### config.mk
export PLATFORM = sky130hd
export DESIGN_NAME = srate_meter
export DESIGN_NICKNAME = d
export VERILOG_FILES = /design/src/rtl/srate_pkg.sv /design/src/rtl/srate_period_counter.sv /design/src/rtl/srate_classifier.sv /design/src/rtl/srate_result_filter.sv /design/src/rtl/srate_meter.sv
export SDC_FILE = /design/constraint.sdc
export NUM_CORES = 1
export LEC_CHECK = 0
export BUFFER_PORTS_ARGS = -buffer_cell sky130_fd_sc_hd__buf_2
export CAP_MARGIN = 20
export CELL_PAD_IN_SITES_DETAIL_PLACEMENT = 1
export CELL_PAD_IN_SITES_GLOBAL_PLACEMENT = 1
export CORE_MARGIN = 2
export CORE_UTILIZATION = 39
export CTS_BUF_LIST = sky130_fd_sc_hd__clkbuf_8
export CTS_CLUSTER_DIAMETER = 150
export DETAILED_ROUTE_END_ITERATION = 8
export PLACE_DENSITY_LB_ADDON = 0.15
export SYNTH_ARGS = -nofsm -noshare
export SYNTH_HDL_FRONTEND = slang
export SYNTH_SLANG_ARGS = --single-unit
export TNS_END_PERCENT = 20
### constraint.sdc
create_clock -name clk -period 1.8 [get_ports clk]
set_clock_uncertainty 0.2 [all_clocks]
set_input_delay 0.36 -clock clk [delete_from_list [all_inputs] [get_ports clk]]
set_output_delay 0.36 -clock clk [all_outputs]
set_load 0.005 [all_outputs]
### src/rtl/srate_pkg.sv
package srate_pkg;
  localparam int CNT_W     = 8;
  localparam int CODE_W    = 4;
  localparam int NUM_RATES = 7;

  // Nominal frame rates in Hz, indexed by code-1.
  function automatic int rate_hz(input int idx);
    case (idx)
      0:       return 32000;
      1:       return 44100;
      2:       return 48000;
      3:       return 88200;
      4:       return 96000;
      5:       return 176400;
      default: return 192000;
    endcase
  endfunction

  // Rounded number of prescaled ticks expected per frame.
  function automatic int nominal_count(input int ref_hz, input int div, input int fs_hz);
    return (ref_hz + (div * fs_hz) / 2) / (div * fs_hz);
  endfunction

  function automatic int window_tol(input int nom);
    return (nom / 32 < 1) ? 1 : nom / 32;
  endfunction
endpackage

### src/rtl/srate_period_counter.sv
module srate_period_counter #(
  parameter int DIV   = 4,
  parameter int CNT_W = 8
) (
  input  logic             clk,
  input  logic             rst,
  input  logic             gate,
  input  logic             stb,
  output logic             meas_done,
  output logic [CNT_W-1:0] meas_cnt,
  output logic             meas_ovf
);
  localparam int PW = (DIV > 2) ? $clog2(DIV) : 1;
  localparam logic [CNT_W-1:0] CMAX = {CNT_W{1'b1}};

  logic [PW-1:0]    pre;
  logic [CNT_W-1:0] cnt;
  logic             sat;
  logic             armed;

  always_ff @(posedge clk) begin
    if (rst) begin
      pre       <= '0;
      cnt       <= '0;
      sat       <= 1'b0;
      armed     <= 1'b0;
      meas_done <= 1'b0;
      meas_cnt  <= '0;
      meas_ovf  <= 1'b0;
    end else begin
      meas_done <= 1'b0;
      if (!gate) begin
        armed <= 1'b0;
        pre   <= '0;
        cnt   <= '0;
        sat   <= 1'b0;
      end else if (stb) begin
        // The strobe cycle is the first cycle of the new frame.
        armed     <= 1'b1;
        meas_done <= armed;
        meas_cnt  <= sat ? CMAX : cnt;
        meas_ovf  <= sat;
        pre       <= PW'(1);
        cnt       <= '0;
        sat       <= 1'b0;
      end else if (pre == PW'(DIV - 1)) begin
        pre <= '0;
        if (cnt == CMAX) sat <= 1'b1;
        else             cnt <= cnt + 1'b1;
      end else begin
        pre <= pre + 1'b1;
      end
    end
  end
endmodule

### src/rtl/srate_classifier.sv
module srate_classifier #(
  parameter int REF_HZ = 24576000,
  parameter int DIV    = 4,
  parameter int CNT_W  = 8,
  parameter int CODE_W = 4
) (
  input  logic [CNT_W-1:0]  cnt,
  input  logic              ovf,
  output logic [CODE_W-1:0] code
);
  localparam int NR = srate_pkg::NUM_RATES;

  logic [NR-1:0] hit;

  generate
    for (genvar i = 0; i < NR; i++) begin : g_win
      localparam int NOM = srate_pkg::nominal_count(REF_HZ, DIV, srate_pkg::rate_hz(i));
      localparam int TOL = srate_pkg::window_tol(NOM);
      localparam int LO  = NOM - TOL;
      localparam int HI  = NOM + TOL;
      assign hit[i] = !ovf && (int'({1'b0, cnt}) >= LO) && (int'({1'b0, cnt}) <= HI);
    end
  endgenerate

  always_comb begin
    code = '0;
    for (int i = NR - 1; i >= 0; i--) begin
      if (hit[i]) code = CODE_W'(i + 1);
    end
  end
endmodule

### src/rtl/srate_result_filter.sv
module srate_result_filter #(
  parameter int CNT_W  = 8,
  parameter int CODE_W = 4
) (
  input  logic              clk,
  input  logic              rst,
  input  logic              gate,
  input  logic              meas_done,
  input  logic [CNT_W-1:0]  meas_cnt,
  input  logic              meas_ovf,
  input  logic [CODE_W-1:0] meas_code,
  output logic [CNT_W-1:0]  pub_cnt,
  output logic [CODE_W-1:0] pub_code,
  output logic              pub_ovf,
  output logic              pub_valid
);
  logic [CNT_W-1:0] prev_cnt;
  logic             prev_ovf;
  logic             prev_ok;
  logic             agree;

  assign agree = prev_ok && (prev_cnt == meas_cnt) && (prev_ovf == meas_ovf);

  always_ff @(posedge clk) begin
    if (rst) begin
      prev_cnt  <= '0;
      prev_ovf  <= 1'b0;
      prev_ok   <= 1'b0;
      pub_cnt   <= '0;
      pub_code  <= '0;
      pub_ovf   <= 1'b0;
      pub_valid <= 1'b0;
    end else if (!gate) begin
      prev_ok <= 1'b0;
    end else if (meas_done) begin
      prev_cnt <= meas_cnt;
      prev_ovf <= meas_ovf;
      prev_ok  <= 1'b1;
      if (agree) begin
        pub_cnt   <= meas_cnt;
        pub_code  <= meas_code;
        pub_ovf   <= meas_ovf;
        pub_valid <= 1'b1;
      end
    end
  end
endmodule

### src/rtl/srate_meter.sv
module srate_meter #(
  parameter int          REF_HZ   = 24576000,
  parameter int          DIV      = 4,
  parameter int          ADDR_W   = 8,
  parameter logic [7:0]  REG_ADDR = 8'hEB
) (
  input  logic                          clk,
  input  logic                          rst,
  input  logic                          frame_stb,
  input  logic                          pll_err,
  input  logic                          cont_mode,
  input  logic [ADDR_W-1:0]             rd_addr,
  output logic [15:0]                   rd_data,
  output logic [srate_pkg::CNT_W-1:0]   rate_count,
  output logic [srate_pkg::CODE_W-1:0]  rate_code,
  output logic                          over_range,
  output logic                          result_valid
);
  localparam int CW = srate_pkg::CNT_W;
  localparam int KW = srate_pkg::CODE_W;

  logic          gate;
  logic          m_done;
  logic [CW-1:0] m_cnt;
  logic          m_ovf;
  logic [KW-1:0] m_code;

  assign gate = cont_mode | pll_err;

  srate_period_counter #(.DIV(DIV), .CNT_W(CW)) u_cnt (
    .clk(clk), .rst(rst), .gate(gate), .stb(frame_stb),
    .meas_done(m_done), .meas_cnt(m_cnt), .meas_ovf(m_ovf)
  );

  srate_classifier #(.REF_HZ(REF_HZ), .DIV(DIV), .CNT_W(CW), .CODE_W(KW)) u_cls (
    .cnt(m_cnt), .ovf(m_ovf), .code(m_code)
  );

  srate_result_filter #(.CNT_W(CW), .CODE_W(KW)) u_flt (
    .clk(clk), .rst(rst), .gate(gate), .meas_done(m_done),
    .meas_cnt(m_cnt), .meas_ovf(m_ovf), .meas_code(m_code),
    .pub_cnt(rate_count), .pub_code(rate_code),
    .pub_ovf(over_range), .pub_valid(result_valid)
  );

  always_ff @(posedge clk) begin
    if (rst) begin
      rd_data <= '0;
    end else if (rd_addr == ADDR_W'(REG_ADDR)) begin
      rd_data <= {rate_count, rate_code, 2'b00, over_range, result_valid};
    end else begin
      rd_data <= '0;
    end
  end
endmodule

* Yosys cells after proc, flatten, opt, wreduce, memory -nomap -nowiden *
Index checks and enable logic that the tools add are counted.

cells by class
  $add $sub $neg = 2
  multipliers = 0
  divide/modulo/power cells = 0
  magnitude comparators = 14
  eq/ne operators = 5
  shift operators = 0
  multiplexer cells = 10
  bitwise operators = 5
  reduce and logical (&&, ||, !) cells = 27

operators by type and width
  operator                                                                              count
  8-bit less-or-equal comparator (second input constant)                                3
  3-bit 2-to-1 mux                                                                      7
  8-bit equality test (second input constant)                                           2
  8-bit by 6-bit greater-or-equal comparator with 1-bit output (second input constant)  2
  8-bit by 7-bit greater-or-equal comparator with 1-bit output (second input constant)  2
  8-bit greater-or-equal comparator (second input constant)                             2
  8-bit by 6-bit less-or-equal comparator with 1-bit output (second input constant)     2
  8-bit by 7-bit less-or-equal comparator with 1-bit output (second input constant)     2
  1-bit logical AND                                                                     16
  8-bit by 1-bit adder with 8-bit output (second input constant)                        1
  8-bit equality test                                                                   1
  8-bit by 5-bit greater-or-equal comparator with 1-bit output (second input constant)  1
  8-bit 2-to-1 mux                                                                      1
  2-bit AND reduction                                                                   4
  3-bit OR reduction                                                                    2
  1-bit inverter                                                                        4
  2-bit OR reduction                                                                    2
  4-bit OR reduction                                                                    1
  3-bit AND reduction                                                                   1
  2-bit by 1-bit adder with 2-bit output (second input constant)                        1
  2-bit equality test (second input constant)                                           1
  1-bit 2-to-1 mux                                                                      2
  1-bit equality test                                                                   1
  1-bit zero test                                                                       1
  1-bit OR                                                                              1

storage, ports and cells
  register bits after elaboration = 62
  latch bits = 0
  bits in writable memories = 0
  bits in read-only memories = 0
  bits of input ports = 13
  output and inout port bits = 30
  memories = 0

* Depth between registers and ports, before layout *
Gate-level depths: netlist of run 1.

  depth in word-level cells = 10
  depth in mapped cells = 7
  mapped depth without buffers = 6

* Hierarchy *
A second synthesis of run 1 with hierarchy kept.

unflattened totals
  cells, all modules = 313
  area, all modules = 2915.3 sq um

by module, submodules not included
  module                instances  cells each  area each (sq um)  sequential area each (sq um)
  srate_result_filter   1          114         1096.1             480.5
  srate_period_counter  1          104         970.9              440.4
  srate_meter           1          53          601.8              280.3
  srate_classifier      1          42          246.5              0.0

* Least setup slack after synthesis of run 1 *
OpenSTA, ideal clock, no wires.

  kind = reg-to-reg
  start = register u_cnt.meas_cnt[5]
  end = register u_flt.pub_code[1]
  arrival = 1.448 ns
  data required time = 1.531 ns
  path slack = 0.083 ns
  cell stages (with the launch flop) = 6
  period minus slack after synthesis = 1.717 ns
  cell sequence = dfxtp_1 xor2_1 nor4_2 nand4_2 or3_1 o21ai_1

on the way
  longest elaborated chain between the ends = 10
  elaborated cells on any way between the ends = 39
  classes of those cells = order compare: 14; eq/ne: 1; mux: 7; reduce/logical: 17

RTL lines
  element                                                       line                        source
  start, declared                                               srate_period_counter.sv:10  output logic [CNT_W-1:0] meas_cnt,
  start signal, assigned                                        srate_period_counter.sv:41  meas_cnt <= sat ? CMAX : cnt;
  8-bit by 5-bit greater-or-equal comparator with 1-bit output  srate_classifier.sv:21      assign hit[i] = !ovf && (int'({1'b0, cnt}) >= LO) && (int'({1'b0, cnt}) <= HI);
  1-bit logical AND (2 in series)                               srate_classifier.sv:21
  3-bit 2-to-1 mux (7 in series)                                srate_classifier.sv:28      if (hit[i]) code = CODE_W'(i + 1);
  end signal, assigned                                          srate_result_filter.sv:41   pub_code <= meas_code;
  end, declared                                                 srate_result_filter.sv:13   output logic [CODE_W-1:0] pub_code,

Parallel ways exist; a longest one is shown, timed or not.
A chain may end at the register's enable or synchronous reset.

* Final worst setup path of run 1 *
  start = register u_cnt.meas_cnt[3]
  end = register u_flt.pub_code[1]

The elaborated chain is that of the path after synthesis.

==> impl_metrics.tcl, run 1 <==
set metrics [dict create \
    violations "negative setup slack" \
    hold_path_class "input pin to register" \
    status "finished, violations left" \
    fp.dieW_um 83.5 \
    yosys.area_share.simple_pct 25.0 \
    die_h_um 83.5 \
    start_kind "register" \
    crit_slowest_cell "or3_4" \
    areaGrowthSynthToFinish_pct 28.6 \
    ctsHoldBuffers 0 \
    hold_end "rd_data[0]" \
    crit_family "simple AND/OR/NAND/NOR gates" \
    start_util_pct 40.9 \
    drtIter0Drc 55 \
    worstPathRequired_ps 1860 \
    r2r_start "u_cnt.meas_cnt[3]" \
    synth_top_family_by_area "simple AND/OR/NAND/NOR gates" \
    antenna_found_initial 0 \
    slowest_delay_ps 390 \
    final_util_pct 52.7 \
    pwr_density_cell_nw_per_um2 854 \
    cts_buffers 9 \
    final_common_cell "dfxtp_1" \
    h-tree-depth 3 \
    drv_cap 0 \
    path_buf_inv 2 \
    drcViolationCount 0 \
    dieArea_sq_um 6980 \
    tns_ps -54.5 \
    arrival_ps 1890 \
    dr.pass1.iters 4 \
    synthAdderAreaFrac_pct 1.01 \
    period_minus_slack_ps 1830 \
    post_cts_buffers 0 \
    vias 2096 \
    hold_viol_final 0 \
    place_congestion 0.816 \
    ys.flop_type "dfxtp_1" \
    p_leak_nw 1.40 \
    path_clk_slew_ps 60 \
    synth_compound_area_share_pct 11.4 \
    dpl.hpwl_um 4220 \
    crit_path_max_fanout 6 \
    path_cells "buf_4, buf_4, nand4b_1, o2bb2ai_1, and3b_1, or3_4, o21ai_2" \
    finalCritPeriodShare_pct 102 \
    holdWs_ps 97.2 \
    placement.io_buffers 38 \
    ys.warnings.count 0 \
    min_path_cells 3 \
    final_layout_size_suffix_gt1_share_pct 30.6 \
    synth-seq-cells 58 \
    rsz0062_at_grt "true" \
    final-max-slew-violation-count 0 \
    synthArstFlopShare_pct 0 \
    cp_common_cell "buf_4" \
    rows 28 \
    clock_latency_ps 330 \
    synth_cell_types 48 \
    worst-r2r-setup-slack_ps -30 \
    ir_worst_vdd_mv 0.406 \
    seq_area_frac_synth_pct 47.1 \
    io_pins 43 \
    vias_per_cell 5.09 \
    critPathKind "register to register" \
    cts_root_buf "clkbuf_8" \
    regToRegEndpoint "u_flt.pub_code[1]" \
    endpoint_kind "register" \
    grt_usage_pct 17.7 \
    synth_cells 275 \
    fmax_mhz 546 \
    fin_ws_ps -31.0 \
    wirelength_um 6020 \
    grt_start_max_net_pins 37 \
    syn_avg_cell_area_sq_um 8.97 \
    clockBufferDepth 2 \
    hp-start "rd_addr[0]" \
    core_region_area_sq_um 6030 \
    reg2reg_depth 7 \
    finalSetupViolations 2 \
    synthMuxAreaShare_pct 4.46 \
    fin_nets 349 \
    cts_sinks 58 \
    final_cell_mix "56 x dfxtp_1, 40 x nor2_1, 38 x buf_2" \
    ant_nets 0 \
    wl_per_cell_um 14.6 \
    synth_edf_count 0 \
    cts_tree "yes" \
    grt_pass1_wl_um 9800 \
    synth_area_sq_um 2470 \
    antennaDiodeCount 0 \
    grt_overflow 0 \
    first_global_vias 2062 \
    synth_xor_area_share_pct 5.32 \
]
-- state kept, by name (all words and copies together), names as in the netlist --
signal	cells
u_flt.prev_ovf	1
u_cnt.meas_ovf	1
u_flt.pub_cnt	8
u_cnt.sat	1
u_flt.prev_cnt	8
u_flt.pub_ovf	1
u_flt.pub_code	3
u_cnt.meas_cnt	8
rd_data	13
u_flt.prev_ok	1
u_cnt.armed	1
u_flt.pub_valid	1
u_cnt.meas_done	1
u_cnt.pre	2
u_cnt.cnt	8
-- power breakdown --
part           total [mW]  internal, mW  switching [mW]
Sequential           1.32          1.30          0.0159
Combinational       0.220        0.0988           0.121
Clock                1.17         0.694           0.480
Total                2.71          2.09           0.616
-- through the flow --
stage / cells / cell area, sq um / worst slack, ps / total power [mW]
final: 412 / 3170 / -31.0 / 2.71
after floorplan: 278 / 2480 / 83.4 / 1.47
after detailed placement: 397 / 2890 / -247 / 1.55
after global placement: 397 / 2890 / -163 / 1.54
after global routing: 412 / 3170 / -162 / 2.83
after CTS: 411 / 3110 / -0.103 / 2.73
-- worst max path at each step --
stage | startpoint | to | slack, ps | cells past startpoint
final | u_cnt.meas_cnt[3] | u_flt.pub_code[1] | -30 | 7
after global routing | u_cnt.meas_cnt[3] | u_flt.pub_code[1] | -160 | 7
after CTS | u_cnt.meas_cnt[5] | u_flt.pub_code[1] | -0.1 | 5
after detailed placement | pll_err | u_cnt.meas_ovf | -250 | 5
after global placement | pll_err | u_cnt.meas_ovf | -160 | 5
after floorplan | u_cnt.meas_cnt[5] | u_flt.pub_code[1] | 80 | 5
-- per-layer routing --
layer | up-vias | global-route usage, % | part of all wire (%)
met5 | - | 0 | 0
met1 | 1004 | 22.8 | 48
met2 | 38 | 28.2 | 47
li1 | 1043 | - | -
met3 | 11 | 3.66 | 3.1
met4 | 0 | 8.80 | 2.1
-- cells by family (layout without fill, tap and decap cells) --
| kind of cell | count (synthesis) | after routing |
|---|---|---|
| mux | 11 | 11 |
| compound gates | 41 | 41 |
| simple gates | 119 | 119 |
| fa+ha+maj | 2 | 2 |
| flops | 58 | 58 |
| xor+xnor | 15 | 15 |
| buf+inv | 28 | 87 |
| other cells | 1 | 4 |
-- tightest hold or removal path, cell delays in order --
cell and delay (ps):
buf_2 90, nand2_1 70, nor4_1 50
-- repair_timing --
action,4_1_cts,5_1_grt
gates resized for setup,6,11
pin swaps,1,7
setup endpoints to repair,3,12
-- area by class of cell --
cell class | instances | area, sq um
fill | 718 | 2850
multi-input combinational | 192 | 1250
sequential | 58 | 1160
timing repair buffer | 69 | 455
clock buffer | 11 | 151
tap | 75 | 93.8
clock inverter | 3 | 40.0
inverter | 4 | 15.0
-- cells in the mapped netlist, types with 4 or more instances --
library cell / instances / area share [%]
mux2i_1: 11 / 4.5
buf_4: 4 / 1.2
a211oi_1: 10 / 3.0
clkbuf_1: 10 / 1.5
xnor2_1: 4 / 1.4
nor2_1: 41 / 6.2
nand2_1: 24 / 3.7
buf_2: 9 / 1.8
dfxtp_1: 58 / 47
nand3_1: 5 / 1.0
nand3b_1: 4 / 1.2
inv_1: 4 / 0.61
a21oi_1: 13 / 2.6
nor3_1: 8 / 1.6
nor4_1: 4 / 1.0
and2_1: 12 / 3.0
o21a_1: 4 / 1.2
nor2b_1: 4 / 1.0
xor2_1: 11 / 3.9
Power figures use the tool's default switching activity.
==> run 2, diff against run 1 <==
--- a/config.mk
+++ b/config.mk
@@ -10,7 +10,7 @@
 export CELL_PAD_IN_SITES_DETAIL_PLACEMENT = 1
 export CELL_PAD_IN_SITES_GLOBAL_PLACEMENT = 1
 export CORE_MARGIN = 2
-export CORE_UTILIZATION = 39
+export CORE_UTILIZATION = 47
 export CTS_BUF_LIST = sky130_fd_sc_hd__clkbuf_8
 export CTS_CLUSTER_DIAMETER = 150
 export DETAILED_ROUTE_END_ITERATION = 8
==> constraint.sdc (replaced) <==
create_clock -name clk -period 2.2 [get_ports clk]
set_clock_uncertainty 0.2 [all_clocks]
set_input_delay 0.44 -clock clk [delete_from_list [all_inputs] [get_ports clk]]
set_output_delay 0.44 -clock clk [all_outputs]
set_load 0.005 [all_outputs]
==> run 2 against run 1 <==
The flow now finishes without violations; largest power group is now the clock network; global-route usage up 3.9 points; combinational power down 40%; setup slack better by 250 ps; die area down 16%; critical path depth down 1; fmax down 7.6%; largest cell class unchanged; design area down 6.0%; cell count down 5.1%; sequential cell count unchanged; first-iteration DRC count up 53%; critical endpoint is now u_flt.pub_code[0].
==> impl_metrics.tcl, run 2 (synthesis results as in run 1) <==
set metrics [dict create \
    status "finished, final reports clean" \
    final_cell_mix "58 x dfxtp_1, 41 x nor2_1, 38 x buf_2" \
    cts_buffers 9 \
    placement.io_buffers 38 \
    io_pins 43 \
    endpoint_kind "register" \
    largest_register_ffs 13 \
    fin_nets 331 \
    h-tree-depth 3 \
    intPower_mw 1.93 \
    cts_resized 0 \
    grt_pass1_wl_um 9960 \
    cts_root_buf "clkbuf_8" \
    rsz0062_at_grt "false" \
    power_switching_share_pct 21.2 \
    final_area_sq_um 2980 \
    pwr-share-clk_pct 50.2 \
    place_congestion 0.833 \
    crit_path_max_fanout 13 \
    first_global_vias 2120 \
    fp.dieW_um 76.5 \
    cts_sinks 58 \
    vias_per_cell 5.29 \
    die_h_um 76.5 \
    grt_overflow 0 \
    fmax_mhz 505 \
    final-max-slew-violation-count 0 \
    cts_tree "yes" \
    ctsHoldBuffers 0 \
    antennaDiodeCount 0 \
    dr.pass1.iters 4 \
    clock_latency_ps 340 \
    path_clk_slew_ps 70 \
    finalSetupViolations 0 \
    power_switching_mw 0.521 \
    rows 26 \
    share_comb_of_total_power_pct 5.4 \
    drcViolationCount 0 \
    drtIter0Drc 84 \
    wirelength_um 5830 \
    top_register "rd_data" \
    post_cts_buffers 0 \
    final_layout_size_suffix_gt1_share_pct 22.7 \
    tns_ps 0 \
    wl_per_cell_um 14.9 \
    period_minus_slack_ps 1980 \
    grt_start_max_net_pins 22 \
    hold_viol_final 0 \
    worst_pin_slew_ps 635 \
    arrival_ps 2050 \
    final_common_cell "dfxtp_1" \
    ir_worst_vdd_mv 0.484 \
    finalCritPeriodShare_pct 90.0 \
    vias 2068 \
    seqPwrFrac_pct 44.4 \
    grt_usage_pct 21.5 \
    p_leak_nw 1.30 \
    antenna_found_initial 0 \
    maxSlewHeadroom_pct 57.5 \
    dpl.hpwl_um 4100 \
    critPathKind "register to register" \
    ant_nets 0 \
    areaGrowthSynthToFinish_pct 20.9 \
    clockBufferDepth 2 \
    dpl-instance-area_sq_um 2720 \
    core_region_area_sq_um 5070 \
    worstPathRequired_ps 2260 \
    hold_path_class "input pin to register" \
    start_util_pct 48.6 \
    dieArea_sq_um 5850 \
    start_kind "register" \
    pwr_density_cell_nw_per_um2 823 \
    drv_cap 0 \
]
run 2: cell count changes in the layout (fill, tap and decap cells not counted), sizes merged:
cell      change
buf          -18
bufinv        +2
clkinvlp      +1
clkinv        -2
inv           +1
run 2: critical path, cell delays in order, from the launching register on:
cell	delay (ps)
dfxtp_1	630
xor2_1	150
nor4_2	210
nand4_2	180
buf_4	240
nor2b_1	150
nor3_1	150
run 2: path summary, 6_finish.rpt:
kind / from / to / slack [ps] / cells after the start
max reg2reg: u_cnt.meas_cnt[6] / u_flt.pub_code[0] / 220 / 6
max: u_cnt.meas_cnt[6] / u_flt.pub_code[0] / 220 / 6
min: frame_stb / u_cnt.armed / 140 / 2
min reg2reg: u_cnt.armed / u_cnt.armed / 270 / 1
run 2: final cells by class:
cell class,count,area [sq um]
fill,614,2090
multi-input combinational,192,1180
sequential,58,1160
timing repair buffer,51,288
clock buffer,11,151
clock inverter,5,101
tap,70,87.6
inverter,4,15.0
run 2: routing by layer:
metal  wire [um]  share of wire [%]  vias up  GRT usage [%]
li1            -                  -     1013              -
met1        2560                 44     1007           24.8
met2        2970                 51       38           37.3
met3         184                3.2       10           5.09
met4         115                2.0        0           10.7
met5           0                  0        -              0
run 2: per-stage QoR:
stage / total power, mW / hold WS [ps] / std cells / util, % / setup WS, ps
after floorplan: 1.21 / 233 / 278 / - / 410
after global placement: 1.24 / 250 / 374 / 53.6 / 142
after detailed placement: 1.24 / 252 / 374 / 53.6 / 30.4
after CTS: 2.48 / 124 / 390 / 58.6 / 220
after global routing: 2.54 / 139 / 391 / 58.8 / 79.0
final: 2.46 / 138 / 391 / 58.8 / 219
run 2: power by group through the flow:
stage	Combinational, mW	Clock (mW)	Sequential (mW)
after floorplan	0.111	0	1.10
after global placement	0.126	0	1.11
after detailed placement	0.130	0	1.11
after CTS	0.131	1.26	1.09
after global routing	0.147	1.30	1.09
final	0.132	1.23	1.09
==> run 3, diff against run 2 <==
--- a/config.mk
+++ b/config.mk
@@ -14,8 +14,7 @@
 export CTS_BUF_LIST = sky130_fd_sc_hd__clkbuf_8
 export CTS_CLUSTER_DIAMETER = 150
 export DETAILED_ROUTE_END_ITERATION = 8
-export PLACE_DENSITY_LB_ADDON = 0.15
+export PLACE_DENSITY_LB_ADDON = 0.1
 export SYNTH_ARGS = -nofsm -noshare
 export SYNTH_HDL_FRONTEND = slang
 export SYNTH_SLANG_ARGS = --single-unit
-export TNS_END_PERCENT = 20
==> run 3 against run 2 <==
Fmax is essentially flat; critical path type unchanged; highest routed layer unchanged; setup slack is essentially flat; global-route usage grew 0.50 points; register-to-register slack is essentially flat.
==> impl_metrics.tcl, run 3 (synthesis results as in run 1) <==
set metrics [dict create \
    top_register "rd_data" \
    fp.dieW_um 76.5 \
    dr.pass1.iters 4 \
    tns_ps 0 \
    areaGrowthSynthToFinish_pct 19.2 \
    wl_per_cell_um 15.0 \
    largest_register_ffs 13 \
    hold_path_class "input pin to register" \
    drv_cap 0 \
    final_cell_mix "58 x dfxtp_1, 41 x nor2_1, 38 x buf_2" \
    clockBufferDepth 2 \
    cts_tree "yes" \
    place_congestion 0.828 \
    worst_pin_slew_ps 587 \
    grt_pass1_wl_um 10200 \
    status "finished, final reports clean" \
    vias_per_cell 5.17 \
    ir_worst_vdd_mv 0.558 \
    die_h_um 76.5 \
    setup.worst_path.start "u_cnt.meas_cnt[4]" \
    ctsHoldBuffers 0 \
    slowest_delay_ps 620 \
    finalSetupViolations 0 \
    r2r_start "u_cnt.meas_cnt[4]" \
    h-tree-depth 3 \
    maxSlewHeadroom_pct 60.3 \
    final_layout_size_suffix_gt1_share_pct 22.5 \
    start_kind "register" \
    wirelength_um 5860 \
    drcViolationCount 0 \
    fmax_mhz 505 \
    endpoint_kind "register" \
    vias 2016 \
    dpl.hpwl_um 4060 \
    placement.io_buffers 38 \
    dp.cells 373 \
    hold_viol_final 0 \
    crit_path_max_fanout 12 \
    period_minus_slack_ps 1980 \
    hp-start "frame_stb" \
    fin_nets 330 \
    path_cells "xor2_1, nor3_2, nand4_2, buf_4, nor2b_1, nor3_1" \
    holdWs_ps 133 \
    ant_nets 0 \
    arrival_ps 2040 \
    cts_root_buf "clkbuf_8" \
    grt_start_max_net_pins 21 \
    io_pins 43 \
    first_global_vias 2117 \
    p_leak_nw 1.28 \
    worstPathRequired_ps 2260 \
    cts_sinks 58 \
    cts_buffers 9 \
    dieArea_sq_um 5850 \
    rows 26 \
    antenna_found_initial 0 \
    start_util_pct 48.6 \
    clock_latency_ps 340 \
    instances_no_fill 390 \
    final_common_cell "dfxtp_1" \
    post_cts_buffers 0 \
    drtIter0Drc 60 \
    nFillCells 623 \
    core_region_area_sq_um 5070 \
    critPathKind "register to register" \
    grt_usage_pct 22.0 \
    cts_resized 0 \
    final-max-slew-violation-count 0 \
    rsz0062_at_grt "false" \
    grt_overflow 0 \
    crit_slowest_cell "dfxtp_1" \
    finalCritPeriodShare_pct 90.0 \
    antennaDiodeCount 0 \
    pwr_density_cell_nw_per_um2 784 \
    path_clk_slew_ps 70 \
]
run 3: cell types whose count changed in the layout (fill, tap and decap cells not counted):
| cell | delta |
|---|---|
| clkinv_2 | +2 |
| buf_4 | -1 |
| bufinv_16 | -1 |
| clkbuf_8 | -1 |
run 3: power by group:
group | internal [mW] | switching [mW] | leakage, nW
clock network | 0.660 | 0.427 | 0.113
registers | 1.06 | 0.0222 | 0.469
logic | 0.0575 | 0.0760 | 0.701
run 3: worst paths after layout:
| kind | slack, ps | depth (start not counted) | endpoint |
|---|---|---|---|
| worst max-delay path | 220 | 6 | u_flt.pub_code[0] |
| worst min-delay path | 130 | 2 | u_cnt.armed |
| worst max register to register | 220 | 6 | u_flt.pub_code[0] |
| worst min register to register | 260 | 2 | rd_data[0] |
run 3: cell type report:
cell class,instances,area (sq um),share of cell area [%]
sequential,58,1160,39.5
inverter,4,15.0,0.510
clock inverter,6,81.3,2.76
tap,70,87.6,2.98
multi-input combinational,192,1180,40.1
timing repair buffer,50,280,9.53
clock buffer,10,138,4.68
run 3: routing by layer:
metal / vias to the layer above / part of all wire, % / global-route usage (%) / wire [um]
met5: - / 0 / 0 / 0
met4: 0 / 2.8 / 10.7 / 163
met3: 17 / 4.0 / 6.87 / 234
met2: 42 / 46 / 34.8 / 2720
met1: 942 / 47 / 27.3 / 2750
li1: 1015 / - / - / -
run 3: critical path, delay by kind of cell (launching register included):
kind | cells | cell delay, ps
flops | 1 | 620
simple gates | 4 | 700
buf+inv | 1 | 220
xor+xnor | 1 | 150
run 3: through the flow:
stage / utilization (%) / setup slack (ps) / cell area [sq um] / total power, mW
finish: 58.0 / 219 / 2940 / 2.31
global route: 58.0 / 23.2 / 2940 / 2.38
CTS: 57.8 / 183 / 2930 / 2.32
detailed placement: 53.5 / 79.6 / 2720 / 1.24
global placement: 53.5 / 127 / 2720 / 1.24
floorplan: - / 410 / 2480 / 1.21
